--- src/rtl/fpi_pkg.sv ---
package fpi_pkg;
  localparam logic [1:0] MODE_OFF  = 2'd0;
  localparam logic [1:0] MODE_DATA = 2'd1;
  localparam logic [1:0] MODE_FIFO = 2'd2;

  localparam int QCNT_W = 3;

  // write strobes FRAME must span before it counts as a reset
  function automatic logic [QCNT_W-1:0] frame_span(input logic [1:0] width_sel);
    case (width_sel)
      2'd0:    frame_span = QCNT_W'(1);
      2'd1:    frame_span = QCNT_W'(2);
      default: frame_span = QCNT_W'(4);
    endcase
  endfunction
endpackage

--- src/rtl/fpi_mem.sv ---
module fpi_mem #(
  parameter int DATA_W = 16,
  parameter int DEPTH  = 8,
  localparam int PTR_W = $clog2(DEPTH)
) (
  input  logic              clk,
  input  logic              rst,
  input  logic              we,
  input  logic [PTR_W-1:0]  waddr,
  input  logic [DATA_W-1:0] wdata,
  input  logic              re,
  input  logic [PTR_W-1:0]  raddr,
  output logic [DATA_W-1:0] rdata
);
  logic [DATA_W-1:0] store [DEPTH];

  always_ff @(posedge clk) begin
    if (we) store[waddr] <= wdata;
  end

  always_ff @(posedge clk) begin
    if (rst)     rdata <= '0;
    else if (re) rdata <= store[raddr];
  end
endmodule

--- src/rtl/fpi_frame_qual.sv ---
module fpi_frame_qual
  import fpi_pkg::*;
(
  input  logic       clk,
  input  logic       rst,
  input  logic       frame,
  input  logic       wr_en,
  input  logic [1:0] if_width,
  output logic       qual
);
  logic [QCNT_W-1:0] span_cnt;
  logic              fired;
  logic [QCNT_W-1:0] need;

  assign need = frame_span(if_width);

  always_ff @(posedge clk) begin
    if (rst || !frame) begin
      span_cnt <= '0;
      fired    <= 1'b0;
      qual     <= 1'b0;
    end else begin
      qual <= 1'b0;
      if (wr_en && !fired) begin
        span_cnt <= span_cnt + 1'b1;
        if (span_cnt == need - 1'b1) begin
          qual  <= 1'b1;
          fired <= 1'b1;
        end
      end
    end
  end

  AST_SINGLE_TRIGGER: assert property (@(posedge clk) disable iff (rst)
    qual |=> !qual);
  AST_FRAME_LOW_NO_TRIGGER: assert property (@(posedge clk) disable iff (rst)
    !frame |=> !qual);
endmodule

--- src/rtl/fpi_ptr_ctl.sv ---
module fpi_ptr_ctl
  import fpi_pkg::*;
#(
  parameter int DEPTH  = 8,
  localparam int PTR_W = $clog2(DEPTH)
) (
  input  logic             clk,
  input  logic             rst,
  input  logic             wr_en,
  input  logic             rd_en,
  input  logic             sync,
  input  logic [1:0]       sync_mode,
  input  logic [PTR_W-1:0] phase_off,
  input  logic             frame_qual,
  input  logic             req_accept,
  output logic [PTR_W-1:0] wr_ptr,
  output logic [PTR_W-1:0] rd_ptr
);
  logic fifo_rate;
  logic abs_load;
  logic rel_arm;
  logic rel_load;
  logic armed;

  assign fifo_rate = (sync_mode == MODE_FIFO);
  assign abs_load  = frame_qual && fifo_rate;
  assign rel_arm   = req_accept || (frame_qual && !fifo_rate);
  assign rel_load  = armed && (rd_ptr == '0);

  always_ff @(posedge clk) begin
    if (rst)           armed <= 1'b0;
    else if (rel_arm)  armed <= 1'b1;
    else if (rel_load) armed <= 1'b0;
  end

  always_ff @(posedge clk) begin
    if (rst)                       wr_ptr <= '0;
    else if (abs_load || rel_load) wr_ptr <= phase_off;
    else if (wr_en)                wr_ptr <= wr_ptr + 1'b1;
  end

  always_ff @(posedge clk) begin
    if (rst)                    rd_ptr <= '0;
    else if (fifo_rate && sync) rd_ptr <= '0;
    else if (rd_en)             rd_ptr <= rd_ptr + 1'b1;
  end

  AST_RD_STEP: assert property (@(posedge clk) disable iff (rst)
    (rd_en && !(fifo_rate && sync)) |=> rd_ptr == $past(rd_ptr) + 1'b1);
  AST_SYNC_CLEARS_RD: assert property (@(posedge clk) disable iff (rst)
    (fifo_rate && sync) |=> rd_ptr == '0);
  AST_REL_AT_ZERO: assert property (@(posedge clk) disable iff (rst)
    (armed && rd_ptr == '0) |=> wr_ptr == $past(phase_off));
  AST_ABS_IMMEDIATE: assert property (@(posedge clk) disable iff (rst)
    (frame_qual && fifo_rate) |=> wr_ptr == $past(phase_off));
  AST_WR_HOLD: assert property (@(posedge clk) disable iff (rst)
    (!wr_en && !abs_load && !(armed && rd_ptr == '0)) |=> $stable(wr_ptr));
endmodule

--- src/rtl/fifo_ptr_init.sv ---
module fifo_ptr_init #(
  parameter int DATA_W = 16,
  parameter int DEPTH  = 8,
  localparam int PTR_W = $clog2(DEPTH)
) (
  input  logic              clk,
  input  logic              rst,
  input  logic              wr_en,
  input  logic [DATA_W-1:0] wr_data,
  input  logic              rd_en,
  output logic [DATA_W-1:0] rd_data,
  input  logic              frame,
  input  logic              sync,
  input  logic [1:0]        sync_mode,
  input  logic [1:0]        if_width,
  input  logic [PTR_W-1:0]  phase_off,
  input  logic              rst_req,
  output logic              rst_ack,
  output logic [PTR_W-1:0]  wr_ptr,
  output logic [PTR_W-1:0]  rd_ptr
);
  logic frame_qual;
  logic req_accept;

  // handshake: acknowledge tracks the request one cycle late
  always_ff @(posedge clk) begin
    if (rst) rst_ack <= 1'b0;
    else     rst_ack <= rst_req;
  end

  assign req_accept = rst_req && !rst_ack;

  fpi_frame_qual u_qual (
    .clk      (clk),
    .rst      (rst),
    .frame    (frame),
    .wr_en    (wr_en),
    .if_width (if_width),
    .qual     (frame_qual)
  );

  fpi_ptr_ctl #(.DEPTH(DEPTH)) u_ptr (
    .clk        (clk),
    .rst        (rst),
    .wr_en      (wr_en),
    .rd_en      (rd_en),
    .sync       (sync),
    .sync_mode  (sync_mode),
    .phase_off  (phase_off),
    .frame_qual (frame_qual),
    .req_accept (req_accept),
    .wr_ptr     (wr_ptr),
    .rd_ptr     (rd_ptr)
  );

  fpi_mem #(.DATA_W(DATA_W), .DEPTH(DEPTH)) u_mem (
    .clk   (clk),
    .rst   (rst),
    .we    (wr_en),
    .waddr (wr_ptr),
    .wdata (wr_data),
    .re    (rd_en),
    .raddr (rd_ptr),
    .rdata (rd_data)
  );

  AST_ACK_RISES: assert property (@(posedge clk) disable iff (rst)
    (rst_req && !rst_ack) |=> rst_ack);
  AST_ACK_DROPS: assert property (@(posedge clk) disable iff (rst)
    (!rst_req && rst_ack) |=> !rst_ack);
endmodule

--- config.mk ---
export PLATFORM = sky130hd
export DESIGN_NAME = fifo_ptr_init
export DESIGN_NICKNAME = d
export VERILOG_FILES = /design/src/rtl/fpi_pkg.sv /design/src/rtl/fpi_mem.sv /design/src/rtl/fpi_frame_qual.sv /design/src/rtl/fpi_ptr_ctl.sv /design/src/rtl/fifo_ptr_init.sv
export SDC_FILE = /design/constraint.sdc
export NUM_CORES = 1
export LEC_CHECK = 0
export ABC_AREA = 1
export BUFFER_PORTS_ARGS = -buffer_cell sky130_fd_sc_hd__buf_4
export CAP_MARGIN = 20
export CORE_MARGIN = 5
export CORE_UTILIZATION = 62
export CTS_CLUSTER_DIAMETER = 120
export DETAILED_ROUTE_END_ITERATION = 10
export GPL_TIMING_DRIVEN = 0
export MAX_ROUTING_LAYER = met4
export PLACE_DENSITY = 0.8
export SETUP_SLACK_MARGIN = 0.1
export SYNTH_ARGS = -nofsm -noshare
export SYNTH_HDL_FRONTEND = slang
export SYNTH_SLANG_ARGS = --single-unit
--- constraint.sdc ---
create_clock -name clk -period 2.4 [get_ports clk]
set_input_delay 0.12 -clock clk [delete_from_list [all_inputs] [get_ports clk]]
set_output_delay 0.12 -clock clk [all_outputs]
set_load 0.05 [all_outputs]
; After elaboration in Yosys (flattened, before gate mapping)
; Memories as Yosys holds them, arrays and structs flattened. A register that Yosys moved wholly into a read port is not among the register bits.
; Cells that the tools add are included.
[op_classes]
add_sub_neg = 4
eq_ne = 3
n_mux = 8
bitwise_logic = 1
reduce_logical = 20
[ops]
columns = op, n
row1 = $add 3x1->3 const B, 3
row2 = $logic_and 1x1->1, 6
row3 = $mux 3, 2
row4 = $pmux 3 s2, 1
row5 = $mux 1, 5
row6 = $logic_not 1->1, 4
row7 = $reduce_bool 2->1, 2
row8 = $reduce_or 2->1, 2
row9 = $eq 3x3->1, 1
row10 = $logic_not 3->1, 1
row11 = $logic_or 1x1->1, 3
row12 = $sub 3x1->3 const B, 1
row13 = $eq 2x1->1 const B, 1
row14 = $eq 2x2->1 const B, 1
row15 = $logic_not 2->1, 1
row16 = $reduce_and 2->1, 1
row17 = $not 1->1, 1
[totals]
register_bits = 13
ram_bits = 128
inputBits = 30
elab_cells = 44
mem_count = 1
[memory_table]
columns = name, words, word_bits, rd, rd_clocked_by_memory_dff, wr, line_no
row1 = u_mem.store, 8, 16, 1, 1, 1, fpi_mem.sv:15  ; logic [DATA_W-1:0] store [DEPTH];

; Longest topological paths before layout
[logic_depth]
depth_word = 5
mapped_depth = 9
depth_no_buf = 7

; Hierarchy
; A second synthesis with hierarchy kept.
[unflattened]
cells_unflattened = 692
hier_area_um2 = 6855.3
[by_module_without_submodules]
columns = module, instances, cells_per_inst, area_each_um2
row1 = fpi_mem, 1, 592, 6145.9
row2 = fpi_ptr_ctl, 1, 59, 414.1
row3 = fpi_frame_qual, 1, 37, 264.0
row4 = fifo_ptr_init, 1, 4, 31.3

; Worst setup path after synthesis
; Ideal clock, no wire load.
[synth_timing]
path_kind = register -> register
startpoint = reg u_ptr.wr_ptr[0]
endpoint = mem u_mem.store[5][0] (enable)
setup_time_ns = 0.388
arrival_ns = 1.611
t_required_ns = 2.012
setup_slack_ns = 0.401
path_stages_with_launch = 3
path_buffers = 0
synth_period_minus_slack_ns = 1.999
path_cell_list = dfxtp_1 -> nand2_1 -> nor2_1
[synth_rtl]
columns = item, line_no
row1 = "start, declared", fpi_ptr_ctl.sv:16  ; output logic [PTR_W-1:0] wr_ptr,
row2 = "start signal, assigned", fpi_ptr_ctl.sv:38  ; else if (abs_load || rel_load) wr_ptr <= phase_off;
row3 = "start signal, assigned", fpi_ptr_ctl.sv:39  ; else if (wr_en) wr_ptr <= wr_ptr + 1'b1;
row4 = "end, declared", fpi_mem.sv:15
; Straight into the memory's write port.

; Worst setup path in the final report
[layout_timing]
startpoint = reg u_ptr.rd_ptr[1]
endpoint = reg u_ptr.wr_ptr[1]
[layout_via]
elab_chain_len = 4
[layout_rtl]
columns = item, line_no
row1 = "start, declared", fpi_ptr_ctl.sv:17  ; output logic [PTR_W-1:0] rd_ptr
row2 = "start signal, assigned", fpi_ptr_ctl.sv:45  ; else if (rd_en) rd_ptr <= rd_ptr + 1'b1;
row3 = $logic_not 3->1 (*), fpi_ptr_ctl.sv:28  ; assign rel_load = armed && (rd_ptr == '0);
row4 = $logic_and 1x1->1 (*), fpi_ptr_ctl.sv:28
row5 = $logic_or 1x1->1 (*), fpi_ptr_ctl.sv:38
row6 = $mux 3 / $reduce_bool 2->1 (equally long branches), -
; Every way passes the cells marked *; elsewhere a longest branch is shown, timed or not.
; A chain may end at the register's enable or synchronous reset.

==> run_results.csv <==
group,metric,value,unit
outcome,outcome,"finished clean",
sta,period_needed,2210,ps
synth,syn_avg_cell_area,9.86,µm²
power_and_ir_drop,combPwrFrac,13.5,%
sta,setup_viol_count_final,0,
synth,ys_async_sr_fraction,0,%
power_and_ir_drop,ir_worst_vdd,708,µV
min_path,hp-class,"primary input to flip-flop",
power_and_ir_drop,power_density,783,nW/µm²
sta,timing.hold.ws,22.0,ps
finish,drive_above_1_share,15.7,%
power_and_ir_drop,p_leak,3.69,nW
clock_tree,cts_max_level,4,
synth,yosys.area.top_type,"edfxtp_1",
sta,fmax,452,MHz
synth,synth.top_cell.area_share,57.6,%
sta,drv_slew,0,
die,start_util,64.1,%
detailed_routing,drc_errors,0,
job,max_cap_violations,0,
critical_path,crit_chain,"clkbuf_4 -> clkinvlp_4 -> buf_6 -> ha_1 -> nand3_1 -> o21ai_2 -> o21ai_0 -> nor2_1 -> dlygate4sd3_1",
detailed_routing,vias,5168,
place,placed_area,7360,µm²
sta,hold_viol,0,
clock_tree,clockBufferDepth,2,
grt,grt_pass1_vias,5144,
synth,syn-cell-area,6670,µm²
detailed_routing,drt_first_pass_iters,7,
detailed_routing,post_drt_wl_per_cell,18.6,µm
synth,seq_area_frac_synth,66.3,%
die,fp.dieW,114,µm
finish,design_area,8210,µm²
finish,nFillCells,622,
power_and_ir_drop,clkPwrFrac,38.0,%
die,die_area,12900,µm²
clock_tree,cts-root-buf,"clkbuf_8",
grt,grt_pass1_wl,26900,µm
die,core,10400,µm²
critical_path,critPathCaptureType,"flip-flop",
synth,syn-num-nets,711,
place,gp_congestion,0.836,
clock_tree,cts_tree,"built",
critical_path,critical_path.startpoint_type,"flip-flop",
critical_path,critPathRequiredTime,2840,ps
sta,finalCritPeriodShare,92.1,%
die,io_pins,53,
synth,netlist_top_cells_count,"nand2_1, inv_1, edfxtp_1",
synth,ys_warn_count,0,
sta,tightest_slew,700,ps
synth,synth_edf_count,128,
synth,ys.flop_type,"edfxtp_1",
sta,clock_skew,6.83,ps
detailed_routing,ant_nets,0,
grt,grt_max_degree,17,
synth,ys_ff_latch,157,
critical_path,critPathKind,"flip-flop to flip-flop",
critical_path,crit_fanout,10,
die,rows,37,
critical_path,path_delay_family,"buffers and inverters",
sta,setup_tns,0,ps
grt,grt.total_usage,28.9,%
clock_tree,cts_inserted_buffers,17,
critical_path,crit_path_top_delay_cell,"dlygate4sd3_1",
power_and_ir_drop,sw_frac_of_total,26.5,%
detailed_routing,wl,17400,µm
finish,area_growth,23.1,%
synth,synthTopCellsByArea,"edfxtp_1, nand2_1, dfxtp_1, inv_1, nand3_1",
clock_tree,clock-sinks,157,
place,portBuffers,51,
synth,netlist_instances,677,
finish,insertedDiodeCount,0,
power_and_ir_drop,intPower,4.72,mW
critical_path,arrival,2650,ps
critical_path,slowest_delay,550,ps
sta,rsz0062_at_grt,"no",
place,dp_hpwl,11000,µm
clock_tree,cts.clk_slew.worst_paths,70,ps
finish,fin_nets,820,
detailed_routing,first_iter_violations,617,
die,fp.dieH,114,µm
grt,antenna_found_initial,0,
sta,max_slew_margin,53.3,%
power_and_ir_drop,p_seq_share,48.5,%
grt,overflow,0,
clock_tree,clk_latency,550,ps
finish,final-seq-area,4420,µm²
finish,multi_input_area,1560,µm²
synth,ys_types,22,
detailed_routing,viasPerCell,5.53,
critical_path,crit_buf_inv,4,
power_and_ir_drop,power_switching,1.71,mW
synth,synth_most_common_cell,"nand2_1",
power_and_ir_drop,power,6.43,mW
[layout by cell type, fill, tap and decap left out, drive strengths merged, types with 4 or more instances in the layout]
master       Yosys  layout
clkbuf           4      22
dlygate4sd3      0      30
buf             26      85
nand3          100     100
a21oi           21      21
inv            145     147
ha               4       4
edfxtp         128     128
dfxtp           29      29
nand2          166     166
clkinvlp         0       7
clkinv           1       5
nor2            24      24
o21ai           23      23
[sequential cells by signal, summed over array words and instances (netlist names)]
signal / flops
u_mem.store: 128
u_mem.rdata: 16
u_ptr.rd_ptr: 3
u_ptr.wr_ptr: 3
u_qual.span_cnt: 3
rst_ack: 1
u_ptr.armed: 1
u_qual.fired: 1
u_qual.qual: 1
[area by class of cell]
type                            count  share of cell area [%]
Buffer                             29                    2.04
Clock buffer                       17                    5.04
Clock inverter                     14                    1.49
Inverter                          146                    6.72
Multi-Input combinational cell    344                    18.9
Sequential cell                   157                    53.9
Tap cell                          136                    2.07
Timing Repair Buffer               91                    9.83
[per-layer routing]
layer / up-vias / track usage (%) / share of wire, %
li1: 2377 / - / -
met1: 2362 / 34.4 / 36
met2: 358 / 46.3 / 48
met3: 71 / 7.69 / 11
met4: 0 / 13.0 / 4.2
met5: - / - / 0
[path summary, 6_finish.rpt]
check | startpoint | end | slack (ps) | cells past startpoint
setup / recovery | u_ptr.rd_ptr[1]$_SDFFE_PP0P_ | u_ptr.wr_ptr[1]$_SDFFE_PP0P_ | 190 | 9
hold / removal | wr_en | u_ptr.wr_ptr[2]$_SDFFE_PP0P_ | 20 | 4
setup reg to reg | u_ptr.rd_ptr[1]$_SDFFE_PP0P_ | u_ptr.wr_ptr[1]$_SDFFE_PP0P_ | 190 | 9
hold reg to reg | u_qual.span_cnt[2]$_SDFFE_PP0N_ | u_qual.span_cnt[2]$_SDFFE_PP0N_ | 500 | 2
[worst reg2reg max path: stages, from the launching register on]
cell and delay [ps]:
dfxtp_1 350, clkbuf_4 200, clkinvlp_4 180, buf_6 210, ha_1 190, nand3_1 120, o21ai_2 100, o21ai_0 160
nor2_1 60, dlygate4sd3_1 550
[stage by stage]
stage | utilization, % | std cells | worst slack, ps
floorplan | - | 677 | 401
global placement | 69.4 | 864 | 121
detailed placement | 70.6 | 872 | 651
CTS | 78.7 | 933 | 133
global route | 78.8 | 934 | 78.6
finish | 78.8 | 934 | 189
[kinds of logic after synthesis]
logic type               synth area share, %
AND/OR/NAND/NOR                         18.3
buffers and inverters                   10.7
flip-flops                              66.3
AO/OA/AOI/OAI                           3.47
XOR/XNOR                               0.525
adder cells (fa/ha/maj)                0.750
[power groups by stage]
stage | sequential, mW | clock, mW | combinational (mW)
floorplan | 3.29 | 0 | 0.368
global placement | 3.17 | 0 | 0.738
detailed placement | 3.18 | 0 | 0.794
CTS | 3.12 | 2.44 | 0.845
global route | 3.13 | 2.57 | 0.925
finish | 3.12 | 2.45 | 0.866
[what timing repair did]
action / CTS / global route
resized for setup: 0 / 3
endpoints found under the hold margin: 139 / 0
setup buffers: 0 / 2
endpoints found under the setup margin: 0 / 2
hold buffers: 30 / 0
Note: power is estimated with default switching activity, not from simulation.
